$ cat src/rtl/irqseq_pkg.sv
package irqseq_pkg;
  localparam int BYTE_W    = 8;
  localparam int WORD_W    = 16;
  localparam int CTX_BYTES = 7;
  localparam int IDX_W     = $clog2(CTX_BYTES + 1);
  localparam int CCR_I     = 4;
  localparam logic [BYTE_W-1:0] CCR_PAD   = 8'hC0;
  localparam logic [BYTE_W-1:0] CCR_IMASK = 8'h01 << CCR_I;

  typedef enum logic [2:0] {
    OP_NONE  = 3'd0,
    OP_RESET = 3'd1,
    OP_NMI   = 3'd2,
    OP_IRQ   = 3'd3,
    OP_SWI   = 3'd4,
    OP_WAI   = 3'd5,
    OP_RTI   = 3'd6
  } op_e;

  typedef enum logic [2:0] {
    ST_IDLE, ST_PUSH, ST_WAIT, ST_VHI, ST_VLO, ST_PULL, ST_DONE
  } st_e;

  typedef struct packed {
    logic [WORD_W-1:0] pc;
    logic [WORD_W-1:0] x;
    logic [BYTE_W-1:0] a;
    logic [BYTE_W-1:0] b;
    logic [BYTE_W-1:0] ccr;
  } ctx_t;

  // Even address of the vector pair for a sequence kind.
  function automatic logic [WORD_W-1:0] vec_addr(input op_e op, input logic [WORD_W-1:0] base);
    case (op)
      OP_IRQ:  return base;
      OP_SWI:  return base + WORD_W'(2);
      OP_NMI:  return base + WORD_W'(4);
      default: return base + WORD_W'(6);
    endcase
  endfunction
endpackage

$ cat src/rtl/irqseq_arb.sv
module irqseq_arb
  import irqseq_pkg::*;
(
  input  logic clk,
  input  logic rst_n,
  input  logic nmi_n,
  input  logic irq_n,
  input  logic irq_mask,
  input  logic swi_req,
  input  logic wai_req,
  input  logic rti_req,
  input  logic only_int,
  input  logic take,
  output op_e  pick
);
  logic nmi_q;
  logic nmi_pend;
  logic rst_pend;
  logic nmi_edge;

  assign nmi_edge = nmi_q & ~nmi_n;

  always_comb begin
    if (rst_pend)                      pick = OP_RESET;
    else if (nmi_pend || nmi_edge)     pick = OP_NMI;
    else if (!irq_n && !irq_mask)      pick = OP_IRQ;
    else if (only_int)                 pick = OP_NONE;
    else if (swi_req)                  pick = OP_SWI;
    else if (wai_req)                  pick = OP_WAI;
    else if (rti_req)                  pick = OP_RTI;
    else                               pick = OP_NONE;
  end

  always_ff @(posedge clk) begin
    if (!rst_n) begin
      nmi_q    <= 1'b1;
      nmi_pend <= 1'b0;
      rst_pend <= 1'b1;
    end else begin
      nmi_q    <= nmi_n;
      nmi_pend <= (nmi_pend | nmi_edge) & ~(take && pick == OP_NMI);
      rst_pend <= rst_pend & ~(take && pick == OP_RESET);
    end
  end

  AST_NMI_LATCHED: assert property (@(posedge clk) disable iff (!rst_n)
    (nmi_edge && !(take && pick == OP_NMI)) |=> nmi_pend);
endmodule

$ cat src/rtl/irqseq_fsm.sv
module irqseq_fsm
  import irqseq_pkg::*;
#(
  parameter logic [WORD_W-1:0] VEC_BASE = 16'hFFF8
) (
  input  logic              clk,
  input  logic              rst_n,
  input  op_e               pick,
  input  logic [WORD_W-1:0] snap_sp,
  input  logic              mem_ready,
  output logic              take,
  output logic              capture,
  output logic              hs,
  output st_e               st,
  output op_e               op,
  output logic [IDX_W-1:0]  idx,
  output logic [WORD_W-1:0] sp,
  output logic              mem_valid,
  output logic              mem_write,
  output logic [WORD_W-1:0] mem_addr
);
  logic last;
  logic [WORD_W-1:0] vec;

  assign take      = (st == ST_IDLE || st == ST_WAIT) && pick != OP_NONE;
  assign capture   = take && st == ST_IDLE;
  assign mem_valid = st == ST_PUSH || st == ST_PULL || st == ST_VHI || st == ST_VLO;
  assign mem_write = st == ST_PUSH;
  assign hs        = mem_valid && mem_ready;
  assign last      = idx == IDX_W'(CTX_BYTES - 1);
  assign vec       = vec_addr(op, VEC_BASE);

  always_comb begin
    case (st)
      ST_PUSH: mem_addr = sp;
      ST_PULL: mem_addr = sp + WORD_W'(1);
      ST_VHI:  mem_addr = vec;
      ST_VLO:  mem_addr = vec | WORD_W'(1);
      default: mem_addr = '0;
    endcase
  end

  always_ff @(posedge clk) begin
    if (!rst_n) begin
      st  <= ST_IDLE;
      op  <= OP_NONE;
      idx <= '0;
      sp  <= '0;
    end else begin
      case (st)
        ST_IDLE: if (take) begin
          op  <= pick;
          sp  <= snap_sp;
          idx <= '0;
          case (pick)
            OP_RESET: st <= ST_VHI;
            OP_RTI:   st <= ST_PULL;
            default:  st <= ST_PUSH;
          endcase
        end
        ST_PUSH: if (hs) begin
          sp  <= sp - WORD_W'(1);
          idx <= idx + IDX_W'(1);
          if (last) st <= (op == OP_WAI) ? ST_WAIT : ST_VHI;
        end
        ST_WAIT: if (take) begin
          op <= pick;
          st <= ST_VHI;
        end
        ST_VHI: if (hs) st <= ST_VLO;
        ST_VLO: if (hs) st <= ST_DONE;
        ST_PULL: if (hs) begin
          sp  <= sp + WORD_W'(1);
          idx <= idx + IDX_W'(1);
          if (last) st <= ST_DONE;
        end
        ST_DONE: st <= ST_IDLE;
        default: st <= ST_IDLE;
      endcase
    end
  end

  AST_WAIT_NO_WRITE_VEC: assert property (@(posedge clk) disable iff (!rst_n)
    (st == ST_WAIT && take) |=> (mem_valid && !mem_write));
endmodule

$ cat src/rtl/irqseq_ctx.sv
module irqseq_ctx
  import irqseq_pkg::*;
(
  input  logic              clk,
  input  logic              rst_n,
  input  logic              capture,
  input  ctx_t              snap,
  input  st_e               st,
  input  op_e               op,
  input  logic [IDX_W-1:0]  idx,
  input  logic              hs,
  input  logic [BYTE_W-1:0] rdata,
  output ctx_t              ctx,
  output logic [BYTE_W-1:0] wdata
);
  logic [IDX_W-1:0] pull_slot;

  // Slot k is the k-th byte written on entry; a return walks them backwards.
  function automatic logic [BYTE_W-1:0] slot_byte(input ctx_t c, input logic [IDX_W-1:0] k);
    case (k)
      IDX_W'(0): return c.pc[7:0];
      IDX_W'(1): return c.pc[15:8];
      IDX_W'(2): return c.x[7:0];
      IDX_W'(3): return c.x[15:8];
      IDX_W'(4): return c.a;
      IDX_W'(5): return c.b;
      default:   return c.ccr;
    endcase
  endfunction

  assign wdata     = slot_byte(ctx, idx);
  assign pull_slot = IDX_W'(CTX_BYTES - 1) - idx;

  always_ff @(posedge clk) begin
    if (!rst_n) begin
      ctx <= '0;
    end else if (capture) begin
      ctx     <= snap;
      ctx.ccr <= snap.ccr | CCR_PAD;
    end else if (hs) begin
      case (st)
        ST_PULL: begin
          case (pull_slot)
            IDX_W'(0): ctx.pc[7:0]  <= rdata;
            IDX_W'(1): ctx.pc[15:8] <= rdata;
            IDX_W'(2): ctx.x[7:0]   <= rdata;
            IDX_W'(3): ctx.x[15:8]  <= rdata;
            IDX_W'(4): ctx.a        <= rdata;
            IDX_W'(5): ctx.b        <= rdata;
            default:   ctx.ccr      <= rdata | CCR_PAD;
          endcase
        end
        ST_VHI: ctx.pc[15:8] <= rdata;
        ST_VLO: begin
          ctx.pc[7:0] <= rdata;
          ctx.ccr     <= (op == OP_RESET) ? (CCR_PAD | CCR_IMASK)
                                          : (ctx.ccr | CCR_PAD | CCR_IMASK);
        end
        default: ;
      endcase
    end
  end
endmodule

$ cat src/rtl/irqseq_top.sv
module irqseq_top
  import irqseq_pkg::*;
#(
  parameter logic [15:0] VEC_BASE = 16'hFFF8
) (
  input  logic        clk,
  input  logic        rst_n,
  input  logic        nmi_n,
  input  logic        irq_n,
  input  logic        swi_req,
  input  logic        wai_req,
  input  logic        rti_req,
  input  logic [15:0] snap_pc,
  input  logic [15:0] snap_x,
  input  logic [7:0]  snap_a,
  input  logic [7:0]  snap_b,
  input  logic [7:0]  snap_ccr,
  input  logic [15:0] snap_sp,
  output logic        mem_valid,
  input  logic        mem_ready,
  output logic        mem_write,
  output logic [15:0] mem_addr,
  output logic [7:0]  mem_wdata,
  input  logic [7:0]  mem_rdata,
  output logic        done,
  output logic [2:0]  done_op,
  output logic        wait_idle,
  output logic [15:0] ctx_pc,
  output logic [15:0] ctx_x,
  output logic [7:0]  ctx_a,
  output logic [7:0]  ctx_b,
  output logic [7:0]  ctx_ccr,
  output logic [15:0] ctx_sp
);
  op_e              pick;
  op_e              op;
  st_e              st;
  logic             take;
  logic             capture;
  logic             hs;
  logic [IDX_W-1:0] idx;
  ctx_t             snap;
  ctx_t             ctx;

  assign snap = '{pc: snap_pc, x: snap_x, a: snap_a, b: snap_b, ccr: snap_ccr};

  irqseq_arb u_arb (
    .clk      (clk),
    .rst_n    (rst_n),
    .nmi_n    (nmi_n),
    .irq_n    (irq_n),
    .irq_mask (snap_ccr[CCR_I]),
    .swi_req  (swi_req),
    .wai_req  (wai_req),
    .rti_req  (rti_req),
    .only_int (st == ST_WAIT),
    .take     (take),
    .pick     (pick)
  );

  irqseq_fsm #(.VEC_BASE(VEC_BASE)) u_fsm (
    .clk       (clk),
    .rst_n     (rst_n),
    .pick      (pick),
    .snap_sp   (snap_sp),
    .mem_ready (mem_ready),
    .take      (take),
    .capture   (capture),
    .hs        (hs),
    .st        (st),
    .op        (op),
    .idx       (idx),
    .sp        (ctx_sp),
    .mem_valid (mem_valid),
    .mem_write (mem_write),
    .mem_addr  (mem_addr)
  );

  irqseq_ctx u_ctx (
    .clk     (clk),
    .rst_n   (rst_n),
    .capture (capture),
    .snap    (snap),
    .st      (st),
    .op      (op),
    .idx     (idx),
    .hs      (hs),
    .rdata   (mem_rdata),
    .ctx     (ctx),
    .wdata   (mem_wdata)
  );

  assign done      = st == ST_DONE;
  assign done_op   = op;
  assign wait_idle = st == ST_WAIT;
  assign ctx_pc    = ctx.pc;
  assign ctx_x     = ctx.x;
  assign ctx_a     = ctx.a;
  assign ctx_b     = ctx.b;
  assign ctx_ccr   = ctx.ccr;

  AST_HOLD_REQ: assert property (@(posedge clk) disable iff (!rst_n)
    (mem_valid && !mem_ready) |=> (mem_valid && $stable(mem_addr) && $stable(mem_write)
                                   && $stable(mem_wdata)));
  AST_DONE_PULSE: assert property (@(posedge clk) disable iff (!rst_n)
    done |=> !done);
  AST_DONE_AFTER_BEAT: assert property (@(posedge clk) disable iff (!rst_n)
    done |-> $past(mem_valid && mem_ready));
  AST_ENTRY_MASK: assert property (@(posedge clk) disable iff (!rst_n)
    (done && done_op != 3'd6) |-> ctx_ccr[CCR_I]);
  AST_CCR_PAD: assert property (@(posedge clk) disable iff (!rst_n)
    done |-> (ctx_ccr[7:6] == 2'b11));
  AST_IRQ_MASKED: assert property (@(posedge clk) disable iff (!rst_n)
    (take && pick == OP_IRQ) |-> !snap_ccr[CCR_I]);
  AST_WAIT_QUIET: assert property (@(posedge clk) disable iff (!rst_n)
    wait_idle |-> !mem_valid);
endmodule

$ cat config.mk
export PLATFORM = sky130hd
export DESIGN_NAME = irqseq_top
export DESIGN_NICKNAME = d
export VERILOG_FILES = /design/src/rtl/irqseq_pkg.sv /design/src/rtl/irqseq_arb.sv /design/src/rtl/irqseq_fsm.sv /design/src/rtl/irqseq_ctx.sv /design/src/rtl/irqseq_top.sv
export SDC_FILE = /design/constraint.sdc
export NUM_CORES = 1
export LEC_CHECK = 0
export ABC_CLOCK_PERIOD_IN_PS = 4000
export BUFFER_PORTS_ARGS = -buffer_cell sky130_fd_sc_hd__buf_2
export CELL_PAD_IN_SITES_DETAIL_PLACEMENT = 1
export CELL_PAD_IN_SITES_GLOBAL_PLACEMENT = 1
export CORE_MARGIN = 4
export CORE_UTILIZATION = 37
export CTS_BUF_LIST = sky130_fd_sc_hd__clkbuf_16
export CTS_CLUSTER_SIZE = 16
export DETAILED_ROUTE_END_ITERATION = 10
export GPL_ROUTABILITY_DRIVEN = 0
export HOLD_SLACK_MARGIN = 0.05
export PLACE_DENSITY_LB_ADDON = 0.1
export SLEW_MARGIN = 10
export SYNTH_ARGS = -nofsm -noshare
export SYNTH_HDL_FRONTEND = slang
export SYNTH_SLANG_ARGS = --single-unit
$ cat constraint.sdc
create_clock -name clk -period 4 [get_ports clk]
set_input_delay 0.4 -clock clk [delete_from_list [all_inputs] [get_ports clk]]
set_output_delay 0.4 -clock clk [all_outputs]
set_load 0.02 [all_outputs]
After elaboration in Yosys (flattened, before gate mapping)
Cells that the tools add are included.
{"block": "totals", "ff_bits": 84, "input_bits": 88, "out_inout_bits": 103, "elab_cells": 148}
{"block": "classes", "n_addsub": 4, "eq_ne": 38, "mux": 42, "n_bitwise": 7, "n_reduce_logical": 42}
{"operator": "$mux W56", "count": 2}
{"operator": "$pmux W16 S4", "count": 1}
{"operator": "$mux W8", "count": 7}
{"operator": "$mux W3", "count": 17}
{"operator": "$mux W16", "count": 3}
{"operator": "$pmux W16 S3", "count": 1}
{"operator": "$pmux W8 S2", "count": 3}
{"operator": "$pmux W8 S6", "count": 1}
{"operator": "$eq A3 B3 Y1 const B", "count": 11}
{"operator": "$mux W32", "count": 1}
{"operator": "$eq A3 B2 Y1 const B", "count": 9}
{"operator": "$reduce_and A3 Y1", "count": 8}
{"operator": "$pmux W3 S6", "count": 1}
{"operator": "$add A16 B1 Y16 const B", "count": 1}
{"operator": "$sub A16 B1 Y16 const B", "count": 1}
{"operator": "$eq A3 B1 Y1 const B", "count": 5}
{"operator": "$reduce_bool A2 Y1", "count": 7}
{"operator": "$pmux W3 S2", "count": 2}
{"operator": "$reduce_bool A3 Y1", "count": 4}
{"operator": "$ne A2 B2 Y1 const B", "count": 5}
{"operator": "$logic_not A3 Y1", "count": 3}
{"operator": "$ne A3 B3 Y1 const B", "count": 3}
{"operator": "$pmux W3 S3", "count": 1}
{"operator": "$ne A2 B1 Y1 const B", "count": 4}
{"operator": "16 further kinds", "count": 32}

Depth between registers and ports, before layout
Gate-level depths: netlist of the first run.
{"block": "logic_depth", "ltp_word": 12, "ltp_mapped": 12, "depth_no_buf": 8}

Hierarchy
From an unflattened synthesis of the first run, not the netlist that was laid out.
{"block": "hier_totals", "hier_cells": 699, "area_unflattened_um2": 5724.2}
{"module": "irqseq_ctx", "instances": 1, "cells_per_inst": 337, "area_each_um2": 2929.1, "seq_area_each_um2": 1101.1}
{"module": "irqseq_fsm", "instances": 1, "cells_per_inst": 342, "area_each_um2": 2623.8, "seq_area_each_um2": 500.5}
{"module": "irqseq_arb", "instances": 1, "cells_per_inst": 18, "area_each_um2": 150.1, "seq_area_each_um2": 60.1}
{"module": "irqseq_top", "instances": 1, "cells_per_inst": 2, "area_each_um2": 21.3, "seq_area_each_um2": 0.0}

Worst setup path before layout of the first run
OpenSTA, ideal clock, no wires.
{"block": "synth_path", "kind": "register to output", "from": "register u_fsm.idx[2]", "to": "output port mem_wdata[1]", "t_arrival_ns": 2.609, "required_ns": 3.600, "setup_slack_ns": 0.991, "path_stages_with_launch": 10, "path_buffers": 4, "path_cell_list": "dfxtp_1 clkbuf_1 clkbuf_1 clkbuf_1 inv_1 ha_1 clkbuf_1 nor4_1 a21oi_1 o21ai_0"}
{"block": "synth_via", "elab_chain_len": 2, "elab_cells_between_ends": 7, "cone_classes": "eq/ne: 5; mux: 1; reduce/logical: 1"}
{"element": "start, declared", "line_no": "irqseq_fsm.sv:16", "text": "output logic [IDX_W-1:0] idx,"}
{"element": "start signal, assigned", "line_no": "irqseq_fsm.sv:63", "text": "idx <= idx + IDX_W'(1);"}
{"element": "start signal, assigned", "line_no": "irqseq_fsm.sv:74", "text": "idx <= idx + IDX_W'(1);"}
{"element": "$eq A3 B3 Y1, or another cell as far along", "line_no": "irqseq_ctx.sv:20", "text": "case (k)"}
{"element": "$pmux W8 S6 *", "line_no": "irqseq_ctx.sv:20"}
{"element": "end, declared", "line_no": "irqseq_top.sv:23", "text": "output logic [7:0] mem_wdata,"}
Every way passes the cells marked *; elsewhere a longest branch is shown, timed or not.

Worst setup path after layout of the first run
{"block": "layout_path", "from": "register u_fsm.sp[2]", "to": "output port mem_addr[15]"}
{"block": "layout_via", "elab_chain_len": 2}
{"element": "start, declared", "line_no": "irqseq_fsm.sv:17", "text": "output logic [WORD_W-1:0] sp,"}
{"element": "start signal, assigned", "line_no": "irqseq_fsm.sv:53", "text": "sp <= snap_sp;"}
{"element": "start signal, assigned", "line_no": "irqseq_fsm.sv:62", "text": "sp <= sp - WORD_W'(1);"}
{"element": "start signal, assigned", "line_no": "irqseq_fsm.sv:73", "text": "sp <= sp + WORD_W'(1);"}
{"element": "$add A16 B1 Y16", "line_no": "irqseq_fsm.sv:36", "text": "ST_PULL: mem_addr = sp + WORD_W'(1);"}
{"element": "$pmux W16 S4", "line_no": "irqseq_fsm.sv:34", "text": "case (st)"}
{"element": "end, declared", "line_no": "irqseq_top.sv:22", "text": "output logic [15:0] mem_addr,"}
No other way between the ends.

==> results of run 1 <==
synth_stat cells (3+ instances only):
master	instances	area share
nand2b_1	5	0.0055
a32oi_1	5	0.0077
clkbuf_1	44	0.029
nor2_1	35	0.023
nand4_1	4	0.0044
buf_1	3	0.0020
a222oi_1	9	0.016
a31oi_1	5	0.0055
xor2_1	4	0.0061
o31a_1	3	0.0046
buf_2	18	0.016
or2_2	7	0.0077
a21boi_1	8	0.011
a211oi_1	7	0.0092
inv_1	16	0.011
o21ai_0	37	0.032
o211a_1	50	0.088
o221ai_1	4	0.0061
mux2_2	6	0.012
nor4_1	9	0.0099
ha_1	8	0.018
o31ai_1	3	0.0039
a21boi_0	7	0.0092
xnor2_1	6	0.0092
nor3_1	15	0.013
nand2_1	119	0.078
a31o_2	4	0.0061
or3_1	5	0.0055
mux2i_1	53	0.093
nand3_1	23	0.020
a221oi_1	8	0.012
o2111ai_1	3	0.0046
dfxtp_1	83	0.29
a21o_1	8	0.011
nor2b_1	7	0.0077
and2_1	11	0.012
a21oi_1	29	0.025
o22ai_1	6	0.0066
o211ai_1	4	0.0053
worst max-delay path: stages, from the launching register on:
cell	delay [ns]
dfxtp_1	0.70
nand3_1	0.33
nor4_1	0.61
nand4_1	0.24
mux2i_1	0.27
o311ai_0	0.27
buf_2	0.25
through the flow:
stage / hold slack, ns / std cells / utilization / setup WS [ns]
2_1_floorplan: 0.4423 / 721 / - / 0.9910
3_3_place_gp: 0.4650 / 1043 / 0.4439 / 1.119
3_5_place_dp: 0.4723 / 1043 / 0.4439 / 0.9634
4_1_cts: 0.2514 / 1059 / 0.4628 / 0.5887
5_1_grt: 0.2657 / 1059 / 0.4628 / 0.3617
6_report: 0.2641 / 1059 / 0.4628 / 0.5990
report_power, final:
part           leakage, nW  switching [mW]  internal, mW  total [mW]
Clock                0.144           0.348         0.477       0.825
Sequential           0.687           0.501          1.21        1.71
Combinational         2.78            2.49          1.51        4.00
Total                 3.62            3.34          3.20        6.53
layer usage:
layer | vias to the layer above | GRT usage
li1 | 2946 | -
met1 | 2985 | 0.2926
met2 | 182 | 0.4279
met3 | 20 | 0.06031
met4 | 2 | 0.05774
met5 | - | 0
layout make-up:
| cell class | instances | area [um2] |
|---|---|---|
| Tap cell | 188 | 235.2 |
| Inverter | 18 | 67.56 |
| Fill cell | 1909 | 8137 |
| Clock buffer | 9 | 225.2 |
| Sequential cell | 83 | 1662 |
| Multi-Input combinational cell | 552 | 3689 |
| Clock inverter | 7 | 60.06 |
| Timing Repair Buffer | 202 | 1071 |
worst paths after layout:
kind              cells after the start  slack, ns            end    startpoint
hold reg to reg                       2       0.48   u_ctx.ctx[2]  u_ctx.ctx[2]
setup reg to reg                      8       1.22  u_ctx.ctx[10]   u_fsm.st[2]
hold / removal                        2       0.26    u_arb.nmi_q         nmi_n
setup / recovery                      6       0.60   mem_addr[15]   u_fsm.sp[2]
sequential cells by signal (all words and copies together), names as in the netlist:
register and count:
u_arb.nmi_pend 1, u_arb.nmi_q 1, u_arb.rst_pend 1, u_ctx.ctx 55, u_fsm.idx 3, u_fsm.op 3
u_fsm.sp 16, u_fsm.st 3
kinds of logic after synthesis:
family	Yosys count
buffers and inverters	86
flip-flops	83
XOR/XNOR	10
adder cells (fa/ha/maj)	8
AO/OA/AOI/OAI	220
AND/OR/NAND/NOR	255
multiplexers	59
==> impl_results.md, run 1 <==
* CTS Hold Bufs at 0
* Synth cell types at 67
* Xor and xnor area share after synthesis at 0.01534
* Simple-gate share of the synthesized area at 0.2107
* Die X at 132.2 um
* Post-Syn Area at 5708 um2
* Placed cell area at 6724 um2
* Final TNS setup at 0 ns
* Crit Path Class: reg2out
* Clock Pin Slew Worst Setup and Hold Paths at 0.06 ns
* Global-route wire length before repair at 34.43 mm
* Syn nets at 817
* Crit path launch type: flop
* H-tree Lvls at 3
* Crit path arrival time at 3.00 ns
* Status: completed
* RSZ-0062 raised after global routing: false
* Worst hold path type: in2reg
* Synth Area in Adders at 0.01754
* Average cell area after synthesis at 7.917 um2
* Leakage at 3.616 nW
* Vias/cell at 5.793
* Ys Warns at 0
* Drc violations at 0
* Iter 0 DRT Violations at 391
* Most common cell after layout, fill and taps aside: buf_2
* Clock Tree Root: clkbuf_16
* Die height at 132.2 um
* # IOs at 191
* Crit end category: primary output
* Routed Antenna Nets at 0
* I/O Buffers at 188
* Post-CTS Setup Bufs at 0
* # rows at 45
* Final WL at 21.49 mm
* Total Die Area at 17480 um2
* Async SR Flop Fraction at 0
* Critical Path RT at 3.60 ns
* Max Used Layer: met5
* Cell Pwr Density at 932.1 nW/um2
* Clock Tree Buf Depth at 2
* Max-Cap Viols at 0
* GRT Overall Usage at 0.2409
* Total number of vias at 6135
* CP max FO at 18
* Portion of netlist area occupied by mux cells at 0.1048
* N_diodes at 0
* Worst-margin pin slew at 0.8129 ns
* Final Max Tran Viols at 0
* Largest net degree at the start of global routing at 44
* Vias in the first global route at 6363
* Commonest non-fill, non-tap cells in the layout: buf_2 (188), nand2_1 (118), dfxtp_1 (83)
* Synthesized netlist cell count at 721
* Total power at 6.534 mW
* Core area at 15150 um2
* Clock Skews at 0.006659 ns
* Layout cell share with drive strength beyond 1 at 0.2778
* Metal2 WL at 10.71 mm
* CTS tree: done
* NumNets Final at 962
* Post-synth EDFFs at 0
* Final setup viols at 0
* Fin. Hold Viols at 0
* F_max at 0.2940 GHz
* HPWL after DPL at 15.73 mm
* Initial cell density of the core at 0.3769
* Routed met3 length at 1.491 mm
* PostCTS Resize Cnt at 0
* Top FF cell, synth: dfxtp_1
* Final Instance Area at 7009 um2
* VDD IR-drop max at 0.4327 mV
* Clock sink total at 83
* Initial antenna violation count at 1
* Sequential fraction of the synthesis area at 0.2911
* Synth Area in Compound Gates at 0.2975
* Largest family of logic cells by synthesized area: compound AO/OA/AOI/OAI gates
* TritonRoute pass-1 iters at 4
* Metal1 wirelength at 8.945 mm
* Synthesis-stage register bit count at 83
* Area grow syn2layout at 22.80%
* CTS Buf Count at 9
* Tmin final at 3.401 ns
* Wire per inst at 20.29 um
* Skew-Pair Late Insertion Delay at 0.34 ns
* Max-slew headroom at 0.4581
* GRT overflow at 0
* Fin crit share at 0.8503
No activity file was read; power rests on OpenSTA's default activity.
==> run 2, diff against run 1 <==
--- a/config.mk
+++ b/config.mk
@@ -5,12 +5,13 @@
 export SDC_FILE = /design/constraint.sdc
 export NUM_CORES = 1
 export LEC_CHECK = 0
+export ABC_AREA = 1
 export ABC_CLOCK_PERIOD_IN_PS = 4000
 export BUFFER_PORTS_ARGS = -buffer_cell sky130_fd_sc_hd__buf_2
 export CELL_PAD_IN_SITES_DETAIL_PLACEMENT = 1
 export CELL_PAD_IN_SITES_GLOBAL_PLACEMENT = 1
 export CORE_MARGIN = 4
-export CORE_UTILIZATION = 37
+export CORE_UTILIZATION = 34
 export CTS_BUF_LIST = sky130_fd_sc_hd__clkbuf_16
 export CTS_CLUSTER_SIZE = 16
 export DETAILED_ROUTE_END_ITERATION = 10
==> impl_results.md, run 2 <==
* Total Die Area at 18890 um2
* Synthesized netlist cell count at 933
* I/O Buffers at 188
* Ys Warns at 0
* Die height at 137.4 um
* Max-Cap Viols at 0
* Fin. Hold Viols at 0
* Reg2Reg Depth at 9
* Iter 0 DRT Violations at 374
* Final setup viols at 0
* Initial cell density of the core at 0.3447
* Final WL at 23.23 mm
* Max FFs per register at 55
* GRT Overall Usage at 0.2435
* Status: completed
* Crit path launch type: flop
* Max-slew headroom at 0.3785
* Crit end category: primary output
* Share of the synthesized area in the top cell type at 0.2917
* Area grow syn2layout at 23.31%
* Worst-margin pin slew at 0.9323 ns
* Synthesis-stage register bit count at 83
* Syn nets at 1029
* Async SR Flop Fraction at 0
* Clock Tree Root: clkbuf_16
* Largest net degree at the start of global routing at 83
* Drc violations at 0
* Hold_ws at 0.2386 ns
* Tmin final at 3.063 ns
* Initial antenna violation count at 1
* Combinational share of power at 0.610
* Top FF cell, synth: dfxtp_1
* Top cells by area, synth: dfxtp_1 (29%), nand3_1 (18%), nand2_1 (16%)
* TritonRoute pass-1 iters at 5
* Final Util at 0.4250
* Wire per inst at 17.52 um
* CP max FO at 19
* Int Power at 2.710 mW
* P_sw at 3.330 mW
* Net Sw Frac at 0.5513
* Post-CTS Setup Bufs at 0
* Most common cell after layout, fill and taps aside: nand2_1
* Clock Skews at 0.01182 ns
* Post-Syn Area at 5695 um2
* VDD IR-drop max at 0.3541 mV
* Vias/cell at 5.153
* Clock sink total at 83
* Cell Pwr Density at 860.0 nW/um2
* Post-place setup slack at 1.215 ns
* CTS Hold Bufs at 0
* Routed Antenna Nets at 0
* PostCTS Resize Cnt at 0
* Clock Pin Slew Worst Setup and Hold Paths at 0.06 ns
* CTS tree: done
* F_max at 0.3264 GHz
* Total number of vias at 6833
* Top flop regs: u_ctx.ctx: 55 flops, u_fsm.sp: 16 flops
* Global-route wire length before repair at 35.93 mm
* GRT overflow at 0
* Post-synth top area cell: dfxtp_1
* Leakage at 3.927 nW
* Average cell area after synthesis at 6.104 um2
* H-tree Lvls at 3
* Final Max Tran Viols at 0
* HPWL after DPL at 17.47 mm
* N_diodes at 0
* Vias in the first global route at 6761
* Fin crit share at 0.7658
* Count leader, synth: nand2_1
* Critical Path RT at 3.60 ns
* Sequential fraction of the synthesis area at 0.2917
* # rows at 47
* Synth cell types at 42
* Setup ws final at 0.9366 ns
* Clock share of power at 0.139
* Seq pwr share at 0.251
* Synth cell count leaders: nand2_1 (245), nand3_1 (200), inv_1 (107)
* Top reg by flops: u_ctx.ctx
* Crit Path Class: reg2out
* Commonest non-fill, non-tap cells in the layout: nand2_1 (245), nand3_1 (200), buf_2 (188)
* # IOs at 191
* Post-synth EDFFs at 0
* Core area at 16520 um2
* Clock Tree Buf Depth at 2
* Layout cell share with drive strength beyond 1 at 0.2170
* Crit path arrival time at 2.66 ns
* NumNets Final at 1197
* RSZ-0062 raised after global routing: false
* CTS Buf Count at 9
* Hold Path Stages at 3
* Final TNS setup at 0 ns
* Die X at 137.4 um
* Worst hold path type: in2reg
* Skew-Pair Late Insertion Delay at 0.35 ns
==> run 2: logic make-up (layout without fill, tap and decap cells) <==
kind of cell	after synthesis	after routing	synth area share
AND/OR/NAND/NOR	572	572	0.4532
XOR/XNOR	3	3	0.004614
flip-flops	83	83	0.2917
buffers and inverters	157	330	0.1171
AO/OA/AOI/OAI	110	110	0.1158
adder cells (fa/ha/maj)	8	8	0.01758
==> run 2: critical path, stage by stage (launching register included) <==
cell,delay [ns]
dfxtp_1,0.51
inv_2,0.12
nor2_4,0.17
inv_2,0.21
nor2_4,0.47
inv_2,0.29
o211ai_1,0.32
buf_2,0.22
==> run 2: final cells by class <==
class,count,area (um2)
clock buffers,9,225.2
clock inverters,7,61.31
fillers,2336,9502
inverters,121,454.2
multi-input cells,693,3367
flip-flops and latches,83,1662
well taps,220,275.3
repair buffers,193,978.4
==> run 2: through the flow <==
step,power (mW),instance area (um2),instances
3_3_place_gp,5.182,6736,1310
5_1_grt,6.540,7023,1326
6_report,6.040,7023,1326
2_1_floorplan,4.101,5695,933
3_5_place_dp,5.240,6736,1310
4_1_cts,6.102,7023,1326
==> run 2: final timing paths <==
check / from / slack, ns / endpoint
max: u_fsm.st[0] / 0.94 / mem_addr[2]
min: nmi_n / 0.24 / u_arb.nmi_q
max reg2reg: u_fsm.idx[2] / 1.21 / u_ctx.ctx[53]
min reg2reg: u_arb.rst_pend / 0.46 / u_arb.rst_pend
==> run 2: power by group through the flow <==
| stage | sequential [mW] | clock, mW | combinational (mW) |
|---|---|---|---|
| 3_5_place_dp | 1.54 | 0 | 3.70 |
| 2_1_floorplan | 1.74 | 0 | 2.36 |
| 4_1_cts | 1.52 | 0.856 | 3.73 |
| 3_3_place_gp | 1.54 | 0 | 3.64 |
| 6_report | 1.52 | 0.838 | 3.68 |
| 5_1_grt | 1.57 | 0.887 | 4.08 |
==> run 2: per-layer routing <==
layer	vias up	global-route usage	routed length, um
met5	-	0	13
met4	2	0.09534	676
met3	39	0.03616	1344
met2	190	0.4189	11030
met1	3211	0.3052	10170
li1	3391	-	-
